==> config.mk <==
export PLATFORM = sky130hd
export DESIGN_NAME = wh_rx_port
export DESIGN_NICKNAME = d
export VERILOG_FILES = /design/src/rtl/wh_rx_pkg.sv /design/src/rtl/wh_rx_fifo.sv /design/src/rtl/wh_rx_route.sv /design/src/rtl/wh_rx_port.sv
export SDC_FILE = /design/constraint.sdc
export NUM_CORES = 1
export LEC_CHECK = 0
export BUFFER_PORTS_ARGS = -buffer_cell sky130_fd_sc_hd__buf_2
export CORE_MARGIN = 2
export CORE_UTILIZATION = 41
export CTS_CLUSTER_DIAMETER = 150
export DETAILED_ROUTE_END_ITERATION = 7
export GPL_TIMING_DRIVEN = 0
export MAX_ROUTING_LAYER = met4
export PLACE_DENSITY = 0.6
export SYNTH_ARGS = -nofsm -noshare
export SYNTH_HDL_FRONTEND = slang
export SYNTH_SLANG_ARGS = --single-unit
export TNS_END_PERCENT = 5
==> constraint.sdc <==
create_clock -name clk -period 4.4 [get_ports clk]
set_input_delay 0.66 -clock clk [delete_from_list [all_inputs] [get_ports clk]]
set_output_delay 0.66 -clock clk [all_outputs]
set_load 0.01 [all_outputs]
==> src/rtl/wh_rx_pkg.sv <==
package wh_rx_pkg;

  localparam int unsigned NUM_DIR = 5;

  // Bit positions of the one-hot output request
  localparam int unsigned DIR_N = 0;
  localparam int unsigned DIR_E = 1;
  localparam int unsigned DIR_S = 2;
  localparam int unsigned DIR_W = 3;
  localparam int unsigned DIR_L = 4;

  typedef logic [NUM_DIR-1:0] dir_vec_t;

  // Dimension-ordered route: resolve X, then Y, then eject locally
  function automatic dir_vec_t xy_route(input int unsigned dst_x, input int unsigned dst_y,
                                        input int unsigned own_x, input int unsigned own_y);
    dir_vec_t r;
    r = '0;
    if (dst_x > own_x)      r[DIR_E] = 1'b1;
    else if (dst_x < own_x) r[DIR_W] = 1'b1;
    else if (dst_y > own_y) r[DIR_N] = 1'b1;
    else if (dst_y < own_y) r[DIR_S] = 1'b1;
    else                    r[DIR_L] = 1'b1;
    return r;
  endfunction

endpackage

==> src/rtl/wh_rx_fifo.sv <==
module wh_rx_fifo #(
  parameter int unsigned WIDTH = 10,
  parameter int unsigned DEPTH = 4
) (
  input  logic             clk,
  input  logic             rst_n,
  input  logic             wr_en,
  input  logic [WIDTH-1:0] wr_data,
  input  logic             rd_en,
  output logic [WIDTH-1:0] head,
  output logic             full,
  output logic             empty
);
  localparam int unsigned PTR_W = (DEPTH > 1) ? $clog2(DEPTH) : 1;
  localparam int unsigned CNT_W = $clog2(DEPTH + 1);
  localparam logic [PTR_W-1:0] LAST = PTR_W'(DEPTH - 1);

  logic [WIDTH-1:0] mem [DEPTH];
  logic [PTR_W-1:0] wp, rp;
  logic [CNT_W-1:0] count;

  assign full  = (count == CNT_W'(DEPTH));
  assign empty = (count == '0);
  assign head  = mem[rp];

  always_ff @(posedge clk) begin
    if (wr_en) mem[wp] <= wr_data;
  end

  always_ff @(posedge clk) begin
    if (!rst_n) begin
      wp    <= '0;
      rp    <= '0;
      count <= '0;
    end else begin
      if (wr_en) wp <= (wp == LAST) ? '0 : wp + 1'b1;
      if (rd_en) rp <= (rp == LAST) ? '0 : rp + 1'b1;
      case ({wr_en, rd_en})
        2'b10:   count <= count + 1'b1;
        2'b01:   count <= count - 1'b1;
        default: count <= count;
      endcase
    end
  end

  AST_NO_OVERFLOW: assert property (@(posedge clk) disable iff (!rst_n)
    wr_en |-> (count < CNT_W'(DEPTH)));
  AST_NO_UNDERFLOW: assert property (@(posedge clk) disable iff (!rst_n)
    rd_en |-> (count != '0));

endmodule

==> src/rtl/wh_rx_route.sv <==
module wh_rx_route
  import wh_rx_pkg::*;
#(
  parameter int unsigned COORD_W = 2,
  parameter int unsigned MY_X    = 1,
  parameter int unsigned MY_Y    = 2
) (
  input  logic                 clk,
  input  logic                 rst_n,
  input  logic                 head_vld,
  input  logic                 head_sop,
  input  logic [2*COORD_W-1:0] head_dst,
  input  logic                 rd_eop,
  output logic                 active,
  output dir_vec_t             req
);
  logic [COORD_W-1:0] dst_x, dst_y;
  logic               latch_ev;

  assign dst_x    = head_dst[COORD_W-1:0];
  assign dst_y    = head_dst[2*COORD_W-1:COORD_W];
  assign latch_ev = !active && head_vld && head_sop;

  always_ff @(posedge clk) begin
    if (!rst_n) begin
      active <= 1'b0;
      req    <= '0;
    end else if (latch_ev) begin
      active <= 1'b1;
      req    <= xy_route(32'(dst_x), 32'(dst_y), MY_X, MY_Y);
    end else if (active && rd_eop) begin
      active <= 1'b0;
      req    <= '0;
    end
  end

  AST_REQ_ONEHOT: assert property (@(posedge clk) disable iff (!rst_n)
    $onehot0(req));
  AST_REQ_LATCHED: assert property (@(posedge clk) disable iff (!rst_n)
    latch_ev |=> ($countones(req) == 1));
  AST_REQ_HELD: assert property (@(posedge clk) disable iff (!rst_n)
    (active && !rd_eop) |=> $stable(req));
  AST_REQ_RELEASE: assert property (@(posedge clk) disable iff (!rst_n)
    (active && rd_eop) |=> (req == '0));

endmodule

==> src/rtl/wh_rx_port.sv <==
module wh_rx_port
  import wh_rx_pkg::*;
#(
  parameter int unsigned FLIT_W  = 8,
  parameter int unsigned DEPTH   = 4,
  parameter int unsigned COORD_W = 2,
  parameter int unsigned MY_X    = 1,
  parameter int unsigned MY_Y    = 2
) (
  input  logic              clk,
  input  logic              rst_n,
  input  logic              up_vld,
  input  logic [FLIT_W-1:0] up_flit,
  input  logic              up_sop,
  input  logic              up_eop,
  output logic              up_ack,
  output logic [4:0]        xb_req,
  input  logic              xb_gnt,
  input  logic              xb_rdy,
  output logic              xb_vld,
  output logic [FLIT_W-1:0] xb_flit,
  output logic              xb_sop,
  output logic              xb_eop
);
  localparam int unsigned ENT_W = FLIT_W + 2;

  logic             fifo_full, fifo_empty, wr_en, rd_en, rd_eop, active;
  logic [ENT_W-1:0] head;
  dir_vec_t         req;

  // Flow control: acknowledge only into a free slot
  assign up_ack = up_vld && !fifo_full;
  assign wr_en  = up_ack;

  wh_rx_fifo #(.WIDTH(ENT_W), .DEPTH(DEPTH)) u_fifo (
    .clk     (clk),
    .rst_n   (rst_n),
    .wr_en   (wr_en),
    .wr_data ({up_sop, up_eop, up_flit}),
    .rd_en   (rd_en),
    .head    (head),
    .full    (fifo_full),
    .empty   (fifo_empty)
  );

  assign xb_sop  = head[ENT_W-1];
  assign xb_eop  = head[ENT_W-2];
  assign xb_flit = head[FLIT_W-1:0];
  assign xb_vld  = active && !fifo_empty;
  assign rd_en   = xb_vld && xb_gnt && xb_rdy;
  assign rd_eop  = rd_en && xb_eop;

  wh_rx_route #(.COORD_W(COORD_W), .MY_X(MY_X), .MY_Y(MY_Y)) u_route (
    .clk      (clk),
    .rst_n    (rst_n),
    .head_vld (!fifo_empty),
    .head_sop (xb_sop),
    .head_dst (head[2*COORD_W-1:0]),
    .rd_eop   (rd_eop),
    .active   (active),
    .req      (req)
  );

  assign xb_req = req;

  AST_VLD_NEEDS_REQ: assert property (@(posedge clk) disable iff (!rst_n)
    xb_vld |-> (xb_req != '0));

endmodule

==> metrics, run 1 <==
FF-to-FF End=u_fifo.count[2]; number of global-route vias before repair=1286; worst-margin pin slew=0.574 ns; first-pass GRT wire length=5970 µm; CP max FO=10; DR iter-0 viols=80; R2R Setup Slk=2.05 ns; Worst Path Arrival=1.74 ns; DRC=0; Power Dens Cells=375 nW/µm²; Worst VDD drop=0.158 mV; Pre-antenna DRT Iters=4; initial antenna violation count=0; area grow syn2layout=14.7%; Adder-Cell Fraction of Synth Area=0.0431; Num CTS Buffers=5; clock share of power=0.276; CTS resizes=0; pre-CTS setup slack=1.80 ns; register share of total power=0.624; Final nets=191; area of the multi-input gates=661 µm²; largest net degree at the start of global routing=17; HP Class=flip-flop to flip-flop; Clock transition at path regs=0.09 ns; io pins=32; Switch Pwr=0.216 mW; Tcrit/Tclk final=0.545; Root Driver=clkbuf_8; Starting Density=0.430; post-synthesis cell area=2210 µm²; logic gate share of total power=0.100; DIE HEIGHT=77.4 µm; core area=5140 µm²; hpwl dp=2660 µm; share of layout cells above drive strength 1=0.300; minimum clock period=2.40 ns; Worst setup EP type=primary output; clock latency on the worst-skew pair=0.31 ns; Ant. Diodes=0; I/O Buffers=31; unrepaired setup endpoints after global routing=no; setup TNS=0 ns; Max-Cap Viols=0; switch share=0.228; gpl congestion=0.676; Ys Warns=0; Slew headroom=0.617; sequential cell area=1500 µm²; register area share after synthesis=0.680; Final Setup Violations=0; DR WL/cell=15.2 µm; # hold bufs at CTS=0; outcome=finished, final reports clean; final worst slack=2.00 ns; die width=77.4 µm; # clock sinks=55; grt total ovfl=0; critical path class=flip-flop to primary output; Internal=0.733 mW; biggest area consumer among synthesized cells=edfxtp_1; maximum root-to-sink buffer count=2; Simple-Gate Fraction of Synth Area=0.0674; final hold violation count=0; post-route ant nets=0; fmax=0.417 GHz; All-Layer GR Usage=0.140; crit path to=xb_flit[0]; worst reg2reg path startpoint=u_fifo.count[2]; # fillers=465; FF-to-FF path depth=8; # Post-CTS Setup Buffers=0; largest family of logic cells by synthesized area=multiplexers; top cells by area, synth=edfxtp_1 54%, dfxtp_1 14%, mux4_2 9.2%; vias=1195; top cell type's share of synthesized area=0.544; Mapped Nets=153; FP Rows=26; clock skew=0.0116 ns; synthesized netlist cell count=131; Setup crit start kind=flip-flop; number of synthesized register bits=55; routed vias/inst=4.98; leakage=0.899 nW; H-tree depth=2; final WL=3650 µm; xor/xnor cell area share of the yosys netlist=0.00793; mux contribution to synthesized area=0.119; Yosys cell types=31; TritonCTS clock tree=done; Slew Limit Fails=0; compound-gate portion of the synthesized area=0.0618; required time of the critical path=3.74 ns; average cell area after synthesis=16.9 µm²; die area=5990 µm²
==> synth_stat cells <==
library cell and count:
nand3_1 2, a31oi_4 1, buf_4 1, buf_2 1
nor3b_4 1, a21boi_0 3, clkbuf_1 1, nor2b_1 4
edfxtp_1 40, ha_1 6, mux2i_1 6, nand2b_1 1
nand4_1 1, nor3_1 1, xor2_1 1, dfxtp_1 15
o31ai_1 1, mux4_2 9, nor2_1 3, nand3b_1 1
o21a_1 1, nand2_1 4, inv_1 8, a32o_1 1
or3_1 1, xnor2_1 1, o2bb2ai_1 4, fa_1 1
a31oi_2 1, o21ai_0 4, and2_1 6
==> layout by cell type, fill, tap and decap left out, types with 2 or more instances in the layout <==
cell | netlist | final
o2bb2ai_1 | 4 | 4
edfxtp_1 | 40 | 40
o21ai_0 | 4 | 4
buf_2 | 1 | 32
clkbuf_8 | 0 | 5
a21boi_0 | 3 | 3
mux4_2 | 9 | 9
nand2_1 | 4 | 4
and2_1 | 6 | 6
nor2_1 | 3 | 3
ha_1 | 6 | 6
inv_1 | 8 | 8
dfxtp_1 | 15 | 15
clkbuf_1 | 1 | 2
nor2b_1 | 4 | 4
mux2i_1 | 6 | 6
nand3_1 | 2 | 2
==> state kept, by name, indices dropped and copies added (netlist names), named ones only <==
name and flops:
u_fifo.count 3, u_fifo.mem 40, u_fifo.rp 2, u_fifo.wp 2
u_route.active 1, u_route.req 5
==> critical path, cell delays in order (launching register included) <==
cell and delay (ns):
dfxtp_1 0.42, buf_4 0.26, mux4_2 0.59, buf_2 0.17
==> stage by stage <==
| step | hold slack, ns | power, mW | util | instances | cell area [µm²] |
|---|---|---|---|---|---|
| after floorplan | 0.490 | 0.664 | - | 131 | 2210 |
| after global placement | 0.440 | 0.695 | 0.477 | 232 | 2450 |
| after detailed placement | 0.455 | 0.703 | 0.477 | 232 | 2450 |
| after CTS | 0.476 | 0.962 | 0.493 | 240 | 2530 |
| after global routing | 0.482 | 0.988 | 0.493 | 240 | 2530 |
| final | 0.472 | 0.949 | 0.493 | 240 | 2530 |
==> how the worst min path moves through the flow <==
stage / start / to / slack [ns] / cells after the start
after CTS: u_route.req[0] / u_route.req[0] / 0.48 / 1
after global routing: u_route.req[0] / u_route.req[0] / 0.48 / 1
after detailed placement: u_route.req[2] / u_route.req[2] / 0.45 / 1
final: u_route.req[0] / u_route.req[0] / 0.47 / 1
after floorplan: u_route.req[0] / u_route.req[0] / 0.49 / 1
after global placement: u_route.req[0] / u_route.req[0] / 0.44 / 1
==> layer usage <==
layer | vias to the layer above | global-route usage | share of wire
met3 | 6 | 0.0442 | 0.045
met1 | 592 | 0.152 | 0.42
met4 | 0 | 0.0571 | 0.015
met2 | 26 | 0.237 | 0.52
li1 | 571 | - | -
met5 | - | - | 0
==> power by group through the flow <==
stage               logic [mW]  registers [mW]  clock network (mW)
floorplan               0.0612           0.603                   0
global placement        0.0924           0.603                   0
detailed placement      0.0975           0.605                   0
CTS                     0.0977           0.593               0.272
global route             0.106           0.596               0.286
finish                  0.0950           0.593               0.262
==> cell families (layout without fill, tap and decap cells) <==
| logic type | Yosys count | count (layout) |
|---|---|---|
| simple gates | 25 | 25 |
| xor+xnor | 2 | 2 |
| flops | 55 | 55 |
| compound gates | 16 | 16 |
| fa+ha+maj | 7 | 7 |
| mux | 15 | 15 |
| buf+inv | 11 | 50 |
==> final cells by class <==
class                   count  area share
plain buffers               3     0.00642
clock inverters             2     0.00346
repair buffers             31      0.0613
well taps                  70      0.0346
multi-input cells          65       0.261
clock buffers               6      0.0287
inverters                   8      0.0119
flip-flops and latches     55       0.593
Note: power is estimated with default switching activity, not from simulation.
==> run 2: changes to the inputs <==
==> constraint.sdc (replaced) <==
create_clock -name clk -period 2.35 [get_ports clk]
set_input_delay 0.3525 -clock clk [delete_from_list [all_inputs] [get_ports clk]]
set_output_delay 0.3525 -clock clk [all_outputs]
set_load 0.01 [all_outputs]
==> run 2 against run 1 <==
Compared with the run above:
- wire length barely moved
- worst setup slack worse by 1.8 ns
- global-route usage stayed put
- hold slack got worse by 0.22 ns
- cell count is 0.42% higher
- power up 88%
- clock power increased by 87%
- clock skew is essentially flat
- critical path depth rose by 5
- critical path type is now flip-flop to flip-flop
- highest routed layer unchanged
==> metrics, run 2 (synthesized netlist as in run 1, its figures left out) <==
fmax=0.468 GHz; I/O Buffers=31; Slew Limit Fails=0; Power Dens Cells=698 nW/µm²; initial antenna violation count=0; Final Setup Violations=0; grt total ovfl=0; outcome=finished, final reports clean; final WL=3650 µm; Worst setup EP type=flip-flop; io pins=32; Max-Cap Viols=0; # fillers=466; routed vias/inst=4.97; clock skew=0.0121 ns; # hold bufs at CTS=0; Worst VDD drop=0.297 mV; fin area=2550 µm²; grt met3 use=0.0442; DR WL/cell=15.1 µm; FP Rows=26; max reg flops=40; minimum clock period=2.14 ns; commonest non-fill, non-tap cells in the layout=40 x edfxtp_1, 32 x buf_2, 11 x dfxtp_1; Tcrit/Tclk final=0.909; die area=5990 µm²; Final nets=192; Num CTS Buffers=5; critical path class=flip-flop to flip-flop; largest net degree at the start of global routing=17; Regs by FF count=u_fifo.mem: 40 flops, u_route.req: 5 flops, u_fifo.count: 3 flops; Root Driver=clkbuf_8; most common cell after layout, fill and taps aside=edfxtp_1; dpl cell area=2450 µm²; sequential cell area=1510 µm²; CP max FO=5; Clock transition at path regs=0.10 ns; area grow syn2layout=15.5%; Worst Path Arrival=2.36 ns; final hold violation count=0; unrepaired setup endpoints after global routing=no; maximum root-to-sink buffer count=2; met1 Track Usage GR=0.152; gpl congestion=0.676; # clock sinks=55; vias=1198; worst-margin pin slew=0.574 ns; Top Usage Layer GRT=met2; Pre-antenna DRT Iters=4; leakage=0.904 nW; required time of the critical path=2.57 ns; Most flops, register=u_fifo.mem; Setup crit start kind=flip-flop; TritonCTS clock tree=done; HP Class=input port to flip-flop; clock latency on the worst-skew pair=0.31 ns; setup TNS=0 ns; DIE HEIGHT=77.4 µm; number of global-route vias before repair=1286; hpwl dp=2660 µm; post-route ant nets=0; met2 Resource Use GR=0.237; DRC=0; Starting Density=0.430; Ant. Diodes=0; All-Layer GR Usage=0.140; area of the multi-input gates=666 µm²; core area=5140 µm²; die width=77.4 µm; first-pass GRT wire length=5970 µm; DR iter-0 viols=57; Slew headroom=0.617; H-tree depth=2; share of layout cells above drive strength 1=0.339
run 2: changes by cell type in the layout (fill, tap and decap cells not counted):
cell,change
nor2_1,-1
dfxtp_2,+4
a21boi_1,+1
ha_1,-1
dfxtp_1,-4
a21boi_0,-1
ha_2,+1
nor2_2,+1
buf_4,+1
run 2: metal layers:
layer  wire, µm  up-vias
met2       1920       24
met3        146        6
li1           -      573
met5          0        -
met1       1530      595
met4         53        0
run 2: worst paths after layout:
path              startpoint               end  slack, ns  cells past startpoint
max          u_fifo.count[2]   u_fifo.count[2]       0.21                      8
min               up_flit[5]  u_fifo.mem[3][5]       0.25                      1
max reg2reg  u_fifo.count[2]   u_fifo.count[2]       0.21                      8
min reg2reg   u_route.req[0]    u_route.req[0]       0.47                      1
run 2: stage by stage:
step / hold WS, ns / cells / power (mW) / worst slack [ns] / util
after floorplan: 0.451 / 131 / 1.24 / 0.316 / -
after detailed placement: 0.455 / 232 / 1.32 / 0.0250 / 0.477
after global placement: 0.440 / 232 / 1.30 / 0.167 / 0.477
final: 0.250 / 241 / 1.78 / 0.213 / 0.496
after CTS: 0.242 / 240 / 1.80 / 0.101 / 0.493
after global routing: 0.242 / 241 / 1.85 / 0.0436 / 0.496
run 2: repair_timing:
action / CTS / global route
gates resized for setup: 1 / 6
pin swaps: 0 / 2
setup buffers: 0 / 1
gates cloned: 0 / 0
hold endpoints to repair: 0 / 0
endpoints found under the setup margin: 1 / 1
run 2: final cells by class:
class / count / area share
plain buffers: 3 / 0.00638
flip-flops and latches: 55 / 0.591
repair buffers: 32 / 0.0638
well taps: 70 / 0.0343
clock inverters: 2 / 0.00343
multi-input cells: 65 / 0.261
clock buffers: 6 / 0.0285
inverters: 8 / 0.0118
run 2: where the power goes:
group          switching [mW]  internal (mW)  total [mW]
clock                   0.285          0.206       0.491
sequential             0.0204           1.09        1.11
combinational           0.100         0.0790       0.179
run 2: worst max-delay path, cell delays in order (launching register included):
cell and delay [ns]:
dfxtp_2 0.38, o31ai_1 0.12, nor2_2 0.22, ha_2 0.23
inv_1 0.06, fa_1 0.43, xor2_1 0.16, or3_1 0.30
a21boi_1 0.16
